### src/rtl/glf_pkg.sv
package glf_pkg;
  localparam int unsigned IVL_ADDR    = 32'h08;
  localparam int unsigned PORT_BASE   = 32'h40;
  localparam int unsigned PORT_STRIDE = 32'h10;
  localparam int unsigned EN_OFFSET   = 32'h04;
  localparam int unsigned NS_PER_S    = 32'd1_000_000_000;
endpackage

### src/rtl/glf_tick_gen.sv
module glf_tick_gen #(
  parameter int unsigned DIV = 25
) (
  input  logic clk,
  input  logic rst,
  output logic tick
);
  localparam int unsigned CW = (DIV > 2) ? $clog2(DIV) : 1;
  localparam logic [CW-1:0] LAST = CW'(DIV - 1);

  logic [CW-1:0] cnt;

  always_ff @(posedge clk) begin
    if (rst) begin
      cnt  <= '0;
      tick <= 1'b0;
    end else if (cnt == LAST) begin
      cnt  <= '0;
      tick <= 1'b1;
    end else begin
      cnt  <= cnt + 1'b1;
      tick <= 1'b0;
    end
  end
endmodule

### src/rtl/glf_cfg_regs.sv
module glf_cfg_regs
  import glf_pkg::*;
#(
  parameter int unsigned NUM_PORTS = 4,
  parameter int unsigned LPP       = 8,
  parameter int unsigned IVL_W     = 20,
  parameter int unsigned ADDR_W    = 8,
  parameter int unsigned DATA_W    = 32
) (
  input  logic                     clk,
  input  logic                     rst,
  input  logic                     we,
  input  logic [ADDR_W-1:0]        addr,
  input  logic [DATA_W-1:0]        wdata,
  output logic [IVL_W-1:0]         ival,
  output logic                     ival_wr,
  output logic [NUM_PORTS*LPP-1:0] en
);
  localparam logic [DATA_W-1:0] IVL_MAX  = DATA_W'((64'd1 << IVL_W) - 1);
  localparam logic [ADDR_W-1:0] IVL_A    = ADDR_W'(IVL_ADDR);

  always_ff @(posedge clk) begin
    if (rst) begin
      ival    <= '0;
      ival_wr <= 1'b0;
    end else begin
      ival_wr <= we && (addr == IVL_A);
      if (we && (addr == IVL_A)) begin
        if (wdata > IVL_MAX) ival <= IVL_MAX[IVL_W-1:0];
        else                 ival <= wdata[IVL_W-1:0];
      end
    end
  end

  for (genvar p = 0; p < NUM_PORTS; p++) begin : g_port_en
    localparam logic [ADDR_W-1:0] EN_A =
      ADDR_W'(PORT_BASE + p * PORT_STRIDE + EN_OFFSET);
    always_ff @(posedge clk) begin
      if (rst)                          en[p*LPP +: LPP] <= '0;
      else if (we && (addr == EN_A))    en[p*LPP +: LPP] <= wdata[LPP-1:0];
    end
  end
endmodule

### src/rtl/glf_line_filter.sv
module glf_line_filter #(
  parameter int unsigned IVL_W = 20
) (
  input  logic             clk,
  input  logic             rst,
  input  logic             sync_in,
  input  logic             enable,
  input  logic [IVL_W-1:0] ival,
  input  logic             tick,
  input  logic             restart,
  output logic             out
);
  logic [IVL_W-1:0] cnt;
  logic [IVL_W:0]   cnt_nxt;

  assign cnt_nxt = {1'b0, cnt} + 1'b1;

  always_ff @(posedge clk) begin
    if (rst) begin
      cnt <= '0;
      out <= 1'b0;
    end else if (!enable || (ival == '0)) begin
      cnt <= '0;
      out <= sync_in;
    end else if (restart || (sync_in == out)) begin
      cnt <= '0;
    end else if (tick) begin
      if (cnt_nxt >= {1'b0, ival}) begin
        cnt <= '0;
        out <= sync_in;
      end else begin
        cnt <= cnt_nxt[IVL_W-1:0];
      end
    end
  end
endmodule

### src/rtl/glitch_filter.sv
module glitch_filter
  import glf_pkg::*;
#(
  parameter int unsigned CLK_HZ    = 125_000_000,
  parameter int unsigned TICK_NS   = 200,
  parameter int unsigned NUM_PORTS = 4,
  parameter int unsigned LPP       = 8,
  parameter int unsigned IVL_W     = 20,
  parameter int unsigned ADDR_W    = 8,
  parameter int unsigned DATA_W    = 32
) (
  input  logic                     clk,
  input  logic                     rst,
  input  logic                     cfg_we,
  input  logic [ADDR_W-1:0]        cfg_addr,
  input  logic [DATA_W-1:0]        cfg_wdata,
  input  logic [NUM_PORTS*LPP-1:0] din,
  output logic [NUM_PORTS*LPP-1:0] dout
);
  localparam int unsigned NL      = NUM_PORTS * LPP;
  localparam int unsigned TICK_HZ = NS_PER_S / TICK_NS;
  localparam int unsigned DIV     = CLK_HZ / TICK_HZ;

  logic [NL-1:0]    meta_q, sync_q;
  logic [IVL_W-1:0] ival;
  logic             ival_wr;
  logic [NL-1:0]    en;
  logic             tick;

  always_ff @(posedge clk) begin
    if (rst) begin
      meta_q <= '0;
      sync_q <= '0;
    end else begin
      meta_q <= din;
      sync_q <= meta_q;
    end
  end

  glf_tick_gen #(.DIV(DIV)) i_tick (
    .clk (clk),
    .rst (rst),
    .tick(tick)
  );

  glf_cfg_regs #(
    .NUM_PORTS(NUM_PORTS), .LPP(LPP), .IVL_W(IVL_W),
    .ADDR_W(ADDR_W), .DATA_W(DATA_W)
  ) i_cfg (
    .clk    (clk),
    .rst    (rst),
    .we     (cfg_we),
    .addr   (cfg_addr),
    .wdata  (cfg_wdata),
    .ival   (ival),
    .ival_wr(ival_wr),
    .en     (en)
  );

  for (genvar i = 0; i < NL; i++) begin : g_line
    glf_line_filter #(.IVL_W(IVL_W)) i_flt (
      .clk    (clk),
      .rst    (rst),
      .sync_in(sync_q[i]),
      .enable (en[i]),
      .ival   (ival),
      .tick   (tick),
      .restart(ival_wr),
      .out    (dout[i])
    );
  end
endmodule

### config.mk
export PLATFORM = sky130hd
export DESIGN_NAME = glitch_filter
export DESIGN_NICKNAME = d
export VERILOG_FILES = /design/src/rtl/glf_pkg.sv /design/src/rtl/glf_tick_gen.sv /design/src/rtl/glf_cfg_regs.sv /design/src/rtl/glf_line_filter.sv /design/src/rtl/glitch_filter.sv
export SDC_FILE = /design/constraint.sdc
export NUM_CORES = 2
export LEC_CHECK = 0
export ABC_AREA = 1
export BUFFER_PORTS_ARGS = -buffer_cell sky130_fd_sc_hd__buf_2
export CAP_MARGIN = 25
export CORE_MARGIN = 3
export CORE_UTILIZATION = 53
export DETAILED_ROUTE_END_ITERATION = 8
export PLACE_DENSITY = 0.69
export SETUP_SLACK_MARGIN = 0.4
export SKIP_LAST_GASP = 1
export SYNTH_ARGS = -nofsm -noshare
export SYNTH_HDL_FRONTEND = slang
export SYNTH_SLANG_ARGS = --single-unit
### constraint.sdc
create_clock -name clk -period 4.2 [get_ports clk]
set_input_delay 0.63 -clock clk [delete_from_list [all_inputs] [get_ports clk]]
set_output_delay 0.63 -clock clk [all_outputs]
set_load 0.02 [all_outputs]
* Word level (Yosys, flattened, before mapping) *
Index checks and enable logic that the tools add are counted.

word-level totals
  bits in registers = 795
  input bits = 75

cells by class
  add/sub/neg operators = 33
  order comparisons = 33
  equal/unequal tests = 70
  muxes and demuxes = 162
  reductions and logical operators = 231

operators with widths
  kind                                                             count
  adder 20 x 1 -> 21 bit, second input constant                    32
  >= comparator 21 x 20 -> 1 bit                                   32
  two-way mux 20 bit                                               33
  two-way mux 1 bit                                                129
  nonzero test 2 bit                                               64
  AND reduction 3 bit                                              32
  OR reduction 3 bit                                               32
  logical OR 1 bit                                                 64
  inequality test 2 x 1 -> 1 bit, second input constant            32
  equality test 1 bit                                              32
  equality test 8 x 7 -> 1 bit, second input constant              4
  greater-than comparator 32 x 20 -> 1 bit, second input constant  1
  logical NOT 1 bit                                                32
  logical NOT 20 bit                                               1
  equality test 8 x 4 -> 1 bit, second input constant              1
  adder 5 x 1 -> 5 bit, second input constant                      1
  equality test 5 bit, second input constant                       1
  logical AND 1 bit                                                5
  OR reduction 2 bit                                               1

* Depth between registers and ports, before layout *
  word-level depth = 6
  gate-level depth with buffers = 23
  mapped depth without buffers = 23

* Hierarchy *
Synthesis repeated with hierarchy kept, for this count alone.

second synthesis, totals
  cells, all modules = 9,797
  area total of the unflattened synthesis = 63,692.3 µm²

by module, submodules not included
  module                                  instances  cells an instance  area each (µm²)  sequential area each (µm²)
  glf_line_filter (g_line[18].i_flt ...)  17         290                1,863.0          420.4
  glf_line_filter (g_line[0].i_flt ...)   13         283                1,823.0          420.4
  glf_cfg_regs                            1          387                2,482.4          1,061.0
  glf_line_filter (g_line[26].i_flt)      1          282                1,874.3          420.4
  glf_line_filter (g_line[17].i_flt)      1          286                1,861.8          420.4
  glitch_filter                           1          199                1,840.5          1,281.2
  glf_tick_gen                            1          34                 262.8            120.1

* Worst setup path before layout *
Ideal clock, no wire load.

  path type = flip-flop to flip-flop
  from = register g_line[9].i_flt.cnt[0]
  to = register g_line[9].i_flt.cnt[16]
  library setup time = 70 ps
  arrival = 2,887 ps
  setup slack = 1,243 ps
  stages on the path, launching flop included = 19
  path buffers = 1
  period minus slack after synthesis = 2,957 ps
  cells stage by stage = dfxtp_1 -> ha_1 -> nand3_1 -> nor3_2 -> nand3_1 -> nor2_1 -> nand2_1 -> xor2_1 -> inv_1 -> ha_1 -> and3_1 -> nand2_1 -> nand4_1 -> nor2_1 -> nand2_1 -> nor2_2 -> buf_2 -> nand2_1 -> a21oi_1

on the way
  word-level cells in the longest chain between the ends = 3

RTL lines
  element                         line                   text
  from (decl)                     glf_line_filter.sv:13  logic [IVL_W-1:0] cnt;
  from (signal assigned)          glf_line_filter.sv:32  cnt <= cnt_nxt[IVL_W-1:0];
  adder 20 x 1 -> 21 bit (*)      glf_line_filter.sv:16  assign cnt_nxt = {1'b0, cnt} + 1'b1;
  >= comparator 21 x 20 -> 1 bit  glf_line_filter.sv:28  if (cnt_nxt >= {1'b0, ival}) begin
  two-way mux 20 bit (*)          glf_line_filter.sv:28

Every way passes the cells marked *; elsewhere a longest branch is shown, timed or not.
A chain may end at the register's enable or synchronous reset.

* Worst setup path after layout *
  from = register g_line[7].i_flt.cnt[0]
  to = register g_line[7].i_flt.cnt[5]

on the way
  word-level cells in the longest chain between the ends = 3

RTL lines
  element                         line
  from (decl)                     glf_line_filter.sv:13
  from (signal assigned)          glf_line_filter.sv:32
  adder 20 x 1 -> 21 bit (*)      glf_line_filter.sv:16
  >= comparator 21 x 20 -> 1 bit  glf_line_filter.sv:28
  two-way mux 20 bit (*)          glf_line_filter.sv:28

Marks and branches as above.

==> impl_summary.txt <==
----------------------------------------------------
[Outcome]
  Outcome ... completed

[Clocking]
  Count of clock tree sinks ... 795
  Maximum clock path buffer count ... 3
  Skew-Pair Late Insertion Delay ... 0.69 ns
  Clock H-tree levels ... 3
  CTS tree ... built
  Clock tree root driver cell ... sky130_fd_sc_hd__clkbuf_16
  Post-CTS clock slew at the launch and capture registers of the worst setup and hold paths ... 0.06 ns
  Number of hold-repair buffers added at the cts stage ... 0
  Cts bufs inserted ... 94

[Route]
  Drt first-iter violations ... 4,104
  Vias per Instance ... 5.456
  Total number of vias ... 56,480
  1st-pass router iterations ... 5
  Detail-routed net length per standard cell ... 16.49 µm
  Remaining routing DRC violations ... 0
  Total Routed Length ... 170,700 µm
  Remaining antenna violation count ... 0

[Finish]
  Total Nets Final ... 9,547
  Synthesis-to-layout area growth ... 9.443%
  Filler instances ... 10,400
  Total area of multi-input combinational cells ... 37,500 µm²
  Fraction of layout instances using a drive strength above 1 ... 0.05599
  Register Area ... 15,920 µm²
  Core Util, Final ... 0.5856
  Number of diodes added for antenna fixing ... 0

[Yosys]
  Synth area leaders ... sky130_fd_sc_hd__dfxtp_1, sky130_fd_sc_hd__nand2_1, sky130_fd_sc_hd__ha_1
  Gate Count Post-Synth ... 8,783
  Share of synthesized flip-flops with an asynchronous set or reset ... 0
  Synth Warn # ... 0
  Post-synthesis sequential area ratio ... 0.2725
  Synth cell types ... 49
  Top flip-flop cell by instance count after synthesis ... sky130_fd_sc_hd__dfxtp_1
  Leading area contributor after synthesis ... sky130_fd_sc_hd__dfxtp_1
  Synthesis-stage register bit count ... 795
  Average footprint of a synthesized cell ... 6.650 µm²
  Post-Synthesis Cell Area ... 58,410 µm²
  Number of enable-type register cells in the synthesized netlist ... 0
  Post-synth net total ... 9,532
  Synth top area share ... 0.2725

[Timing]
  Max transition margin ... 0.1806
  Setup-failing EPs final ... 0
  Maximum frequency from static timing analysis ... 0.2912 GHz
  Post-route clock period utilization ... 0.8177
  Fin Clk Skew ... 0.03050 ns
  Final Max Slew Viols ... 0
  Fin Setup TNS ... 0 ns
  Count of final hold-check violations ... 0
  RSZ-0062 raised after global routing ... no
  Slew of the pin with the lowest slew margin ... 1.229 ns
  Min Tclk post-route ... 3.434 ns
  Hold Slack ... 0.1461 ns

[Setup path]
  Setup CP Type ... flip-flop to flip-flop
  Maximum fanout encountered on the critical timing path ... 20
  CP Capture Type ... flip-flop
  Worst endpoint required time ... 4.78 ns
  Data arrival at the endpoint of the critical path ... 4.01 ns
  CP startpoint kind ... flip-flop

[Power and ir drop]
  Cell Pwr Density ... 260.3 nW/µm²
  Worst voltage drop across the vdd grid ... 0.2920 mV
  Leakage power ... 28.03 nW

[Placement]
  Placed wire-length estimate ... 117,300 µm
  Number of port buffers ... 106
  Last weighted congestion value of the routability-driven placer ... 0.9153

[Global routing]
  Total overflow reported by the global router ... 0
  Overall global routing resource usage ... 0.2934
  Via count of the first global-routing pass ... 52,640
  First-pass GRT wire length ... 273,100 µm
  Antenna violations before repair ... 2
  Largest net degree at the start of global routing ... 191

[Worst hold path]
  Class of the tightest hold or removal check ... input pin to flip-flop

[Floorplanning]
  # rows ... 121
  Area of the core ... 109,200 µm²
  Die Y ... 338.0 µm
  Width of the die ... 338.0 µm
  Die outline area ... 114,200 µm²
  Total I/O pin count ... 107
  Initial Util ... 0.5351

[Job]
  Max-cap violations ... 0

----------------------------------------------------
[final cells by class]
| class | instances | area share |
|---|---|---|
| Clock inverter | 37 | 0.006910 |
| Inverter | 991 | 0.05870 |
| Clock buffer | 138 | 0.04447 |
| Tap cell | 1476 | 0.02889 |
| Multi-Input combinational cell | 6700 | 0.5867 |
| Timing Repair Buffer | 216 | 0.02519 |
| Sequential cell | 795 | 0.2491 |
[timing repair]
item / CTS / global route
endpoints found under the setup margin: 0 / 343
resized for setup: 0 / 27
setup buffers: 0 / 5
[synthesized netlist by cell type, types with 11 or more instances]
library cell and n:
sky130_fd_sc_hd__o22ai_1 12, sky130_fd_sc_hd__dfxtp_1 795, sky130_fd_sc_hd__and3_1 15, sky130_fd_sc_hd__nand4_1 177, sky130_fd_sc_hd__nor2_1 762, sky130_fd_sc_hd__nor4_1 11
sky130_fd_sc_hd__nor3_1 261, sky130_fd_sc_hd__buf_4 41, sky130_fd_sc_hd__inv_1 988, sky130_fd_sc_hd__clkbuf_1 175, sky130_fd_sc_hd__nand3b_1 37, sky130_fd_sc_hd__o21ai_0 168
sky130_fd_sc_hd__xor2_1 351, sky130_fd_sc_hd__nor2_2 20, sky130_fd_sc_hd__nand3_1 607, sky130_fd_sc_hd__ha_1 674, sky130_fd_sc_hd__xnor2_1 130, sky130_fd_sc_hd__o21bai_1 29
sky130_fd_sc_hd__nand2_1 2376, sky130_fd_sc_hd__a21boi_0 23, sky130_fd_sc_hd__a21oi_1 926, sky130_fd_sc_hd__nand2_2 11, sky130_fd_sc_hd__buf_2 61, sky130_fd_sc_hd__a211oi_1 12
sky130_fd_sc_hd__buf_1 15
[final timing paths]
kind                          start                     end  slack, ns  cells past startpoint
max          g_line[7].i_flt.cnt[0]  g_line[7].i_flt.cnt[5]       0.77                     17
min reg2reg              meta_q[11]              sync_q[11]       0.39                      2
min                         din[12]              meta_q[12]       0.15                      3
max reg2reg  g_line[7].i_flt.cnt[0]  g_line[7].i_flt.cnt[5]       0.77                     17
[cells by family after synthesis]
logic type | Yosys count | share of synthesized area
buffers and inverters | 1288 | 0.08751
adder cells (fa/ha/maj) | 674 | 0.1444
flip-flops | 795 | 0.2725
AO/OA/AOI/OAI | 1224 | 0.1105
AND/OR/NAND/NOR | 4321 | 0.3130
XOR/XNOR | 481 | 0.07213
[layout by cell type, fill, tap and decap left out, types with 21 or more instances in the layout]
cell type                      n
sky130_fd_sc_hd__a21boi_0     23
sky130_fd_sc_hd__nand2_1    2363
sky130_fd_sc_hd__ha_1        674
sky130_fd_sc_hd__nand3_1     607
sky130_fd_sc_hd__inv_1       966
sky130_fd_sc_hd__clkinv_2     41
sky130_fd_sc_hd__nor2_1      758
sky130_fd_sc_hd__buf_4        89
sky130_fd_sc_hd__buf_2       105
sky130_fd_sc_hd__o21bai_1     29
sky130_fd_sc_hd__nand3b_1     37
sky130_fd_sc_hd__nor3_1      257
sky130_fd_sc_hd__dfxtp_1     792
sky130_fd_sc_hd__a21oi_1     926
sky130_fd_sc_hd__clkbuf_8     25
sky130_fd_sc_hd__o21ai_0     168
sky130_fd_sc_hd__xor2_1      351
sky130_fd_sc_hd__clkbuf_16    98
sky130_fd_sc_hd__xnor2_1     130
sky130_fd_sc_hd__nor2_2       21
sky130_fd_sc_hd__nand4_1     177
[through the flow]
step | setup WS (ns) | total power [mW] | cell area (µm²) | std cells
after detailed placement | 0.4922 | 8.114 | 60470 | 10170
after CTS | 0.4878 | 16.79 | 63750 | 10350
after global routing | 0.3954 | 17.13 | 63920 | 10350
after floorplan | 1.243 | 7.973 | 58410 | 8783
final | 0.7657 | 16.64 | 63920 | 10350
after global placement | 0.5721 | 8.108 | 60460 | 10170
[state kept, by name, indices dropped and copies added (netlist names)]
name / flops
i_cfg.en: 32
i_cfg.ival: 20
i_tick.tick: 1
i_tick.cnt: 5
i_cfg.ival_wr: 1
g_line.i_flt.out: 32
sync_q: 32
g_line.i_flt.cnt: 640
meta_q: 32
[per-layer routing]
| layer | up-vias | track usage | routed length, µm |
|---|---|---|---|
| li1 | 28720 | - | - |
| met1 | 25980 | 0.3967 | 78400 |
| met2 | 1492 | 0.4831 | 76030 |
| met3 | 300 | 0.04190 | 10970 |
| met4 | 0 | 0.09116 | 5302 |
| met5 | - | 0 | 0 |
[critical path, cell delays in order, from the launching register on]
cell,delay (ns)
sky130_fd_sc_hd__dfxtp_1,0.46
sky130_fd_sc_hd__ha_1,0.23
sky130_fd_sc_hd__nand3_1,0.12
sky130_fd_sc_hd__nor2_1,0.37
sky130_fd_sc_hd__nand4_1,0.20
sky130_fd_sc_hd__nor2_1,0.20
sky130_fd_sc_hd__nand2_1,0.10
sky130_fd_sc_hd__xor2_1,0.22
sky130_fd_sc_hd__ha_1,0.28
sky130_fd_sc_hd__a21oi_1,0.13
sky130_fd_sc_hd__nor2_1,0.05
sky130_fd_sc_hd__nor2_1,0.08
sky130_fd_sc_hd__nand3_1,0.08
sky130_fd_sc_hd__nor2_1,0.13
sky130_fd_sc_hd__nand3_1,0.16
sky130_fd_sc_hd__nand2_4,0.24
sky130_fd_sc_hd__nand3_1,0.12
sky130_fd_sc_hd__a21oi_1,0.16
[where the power goes]
part           internal [mW]  total [mW]  switching, mW
logic                  0.104       0.347          0.243
registers               7.58        7.61         0.0295
clock network           5.23        8.68           3.45
Power figures use the tool's default switching activity.
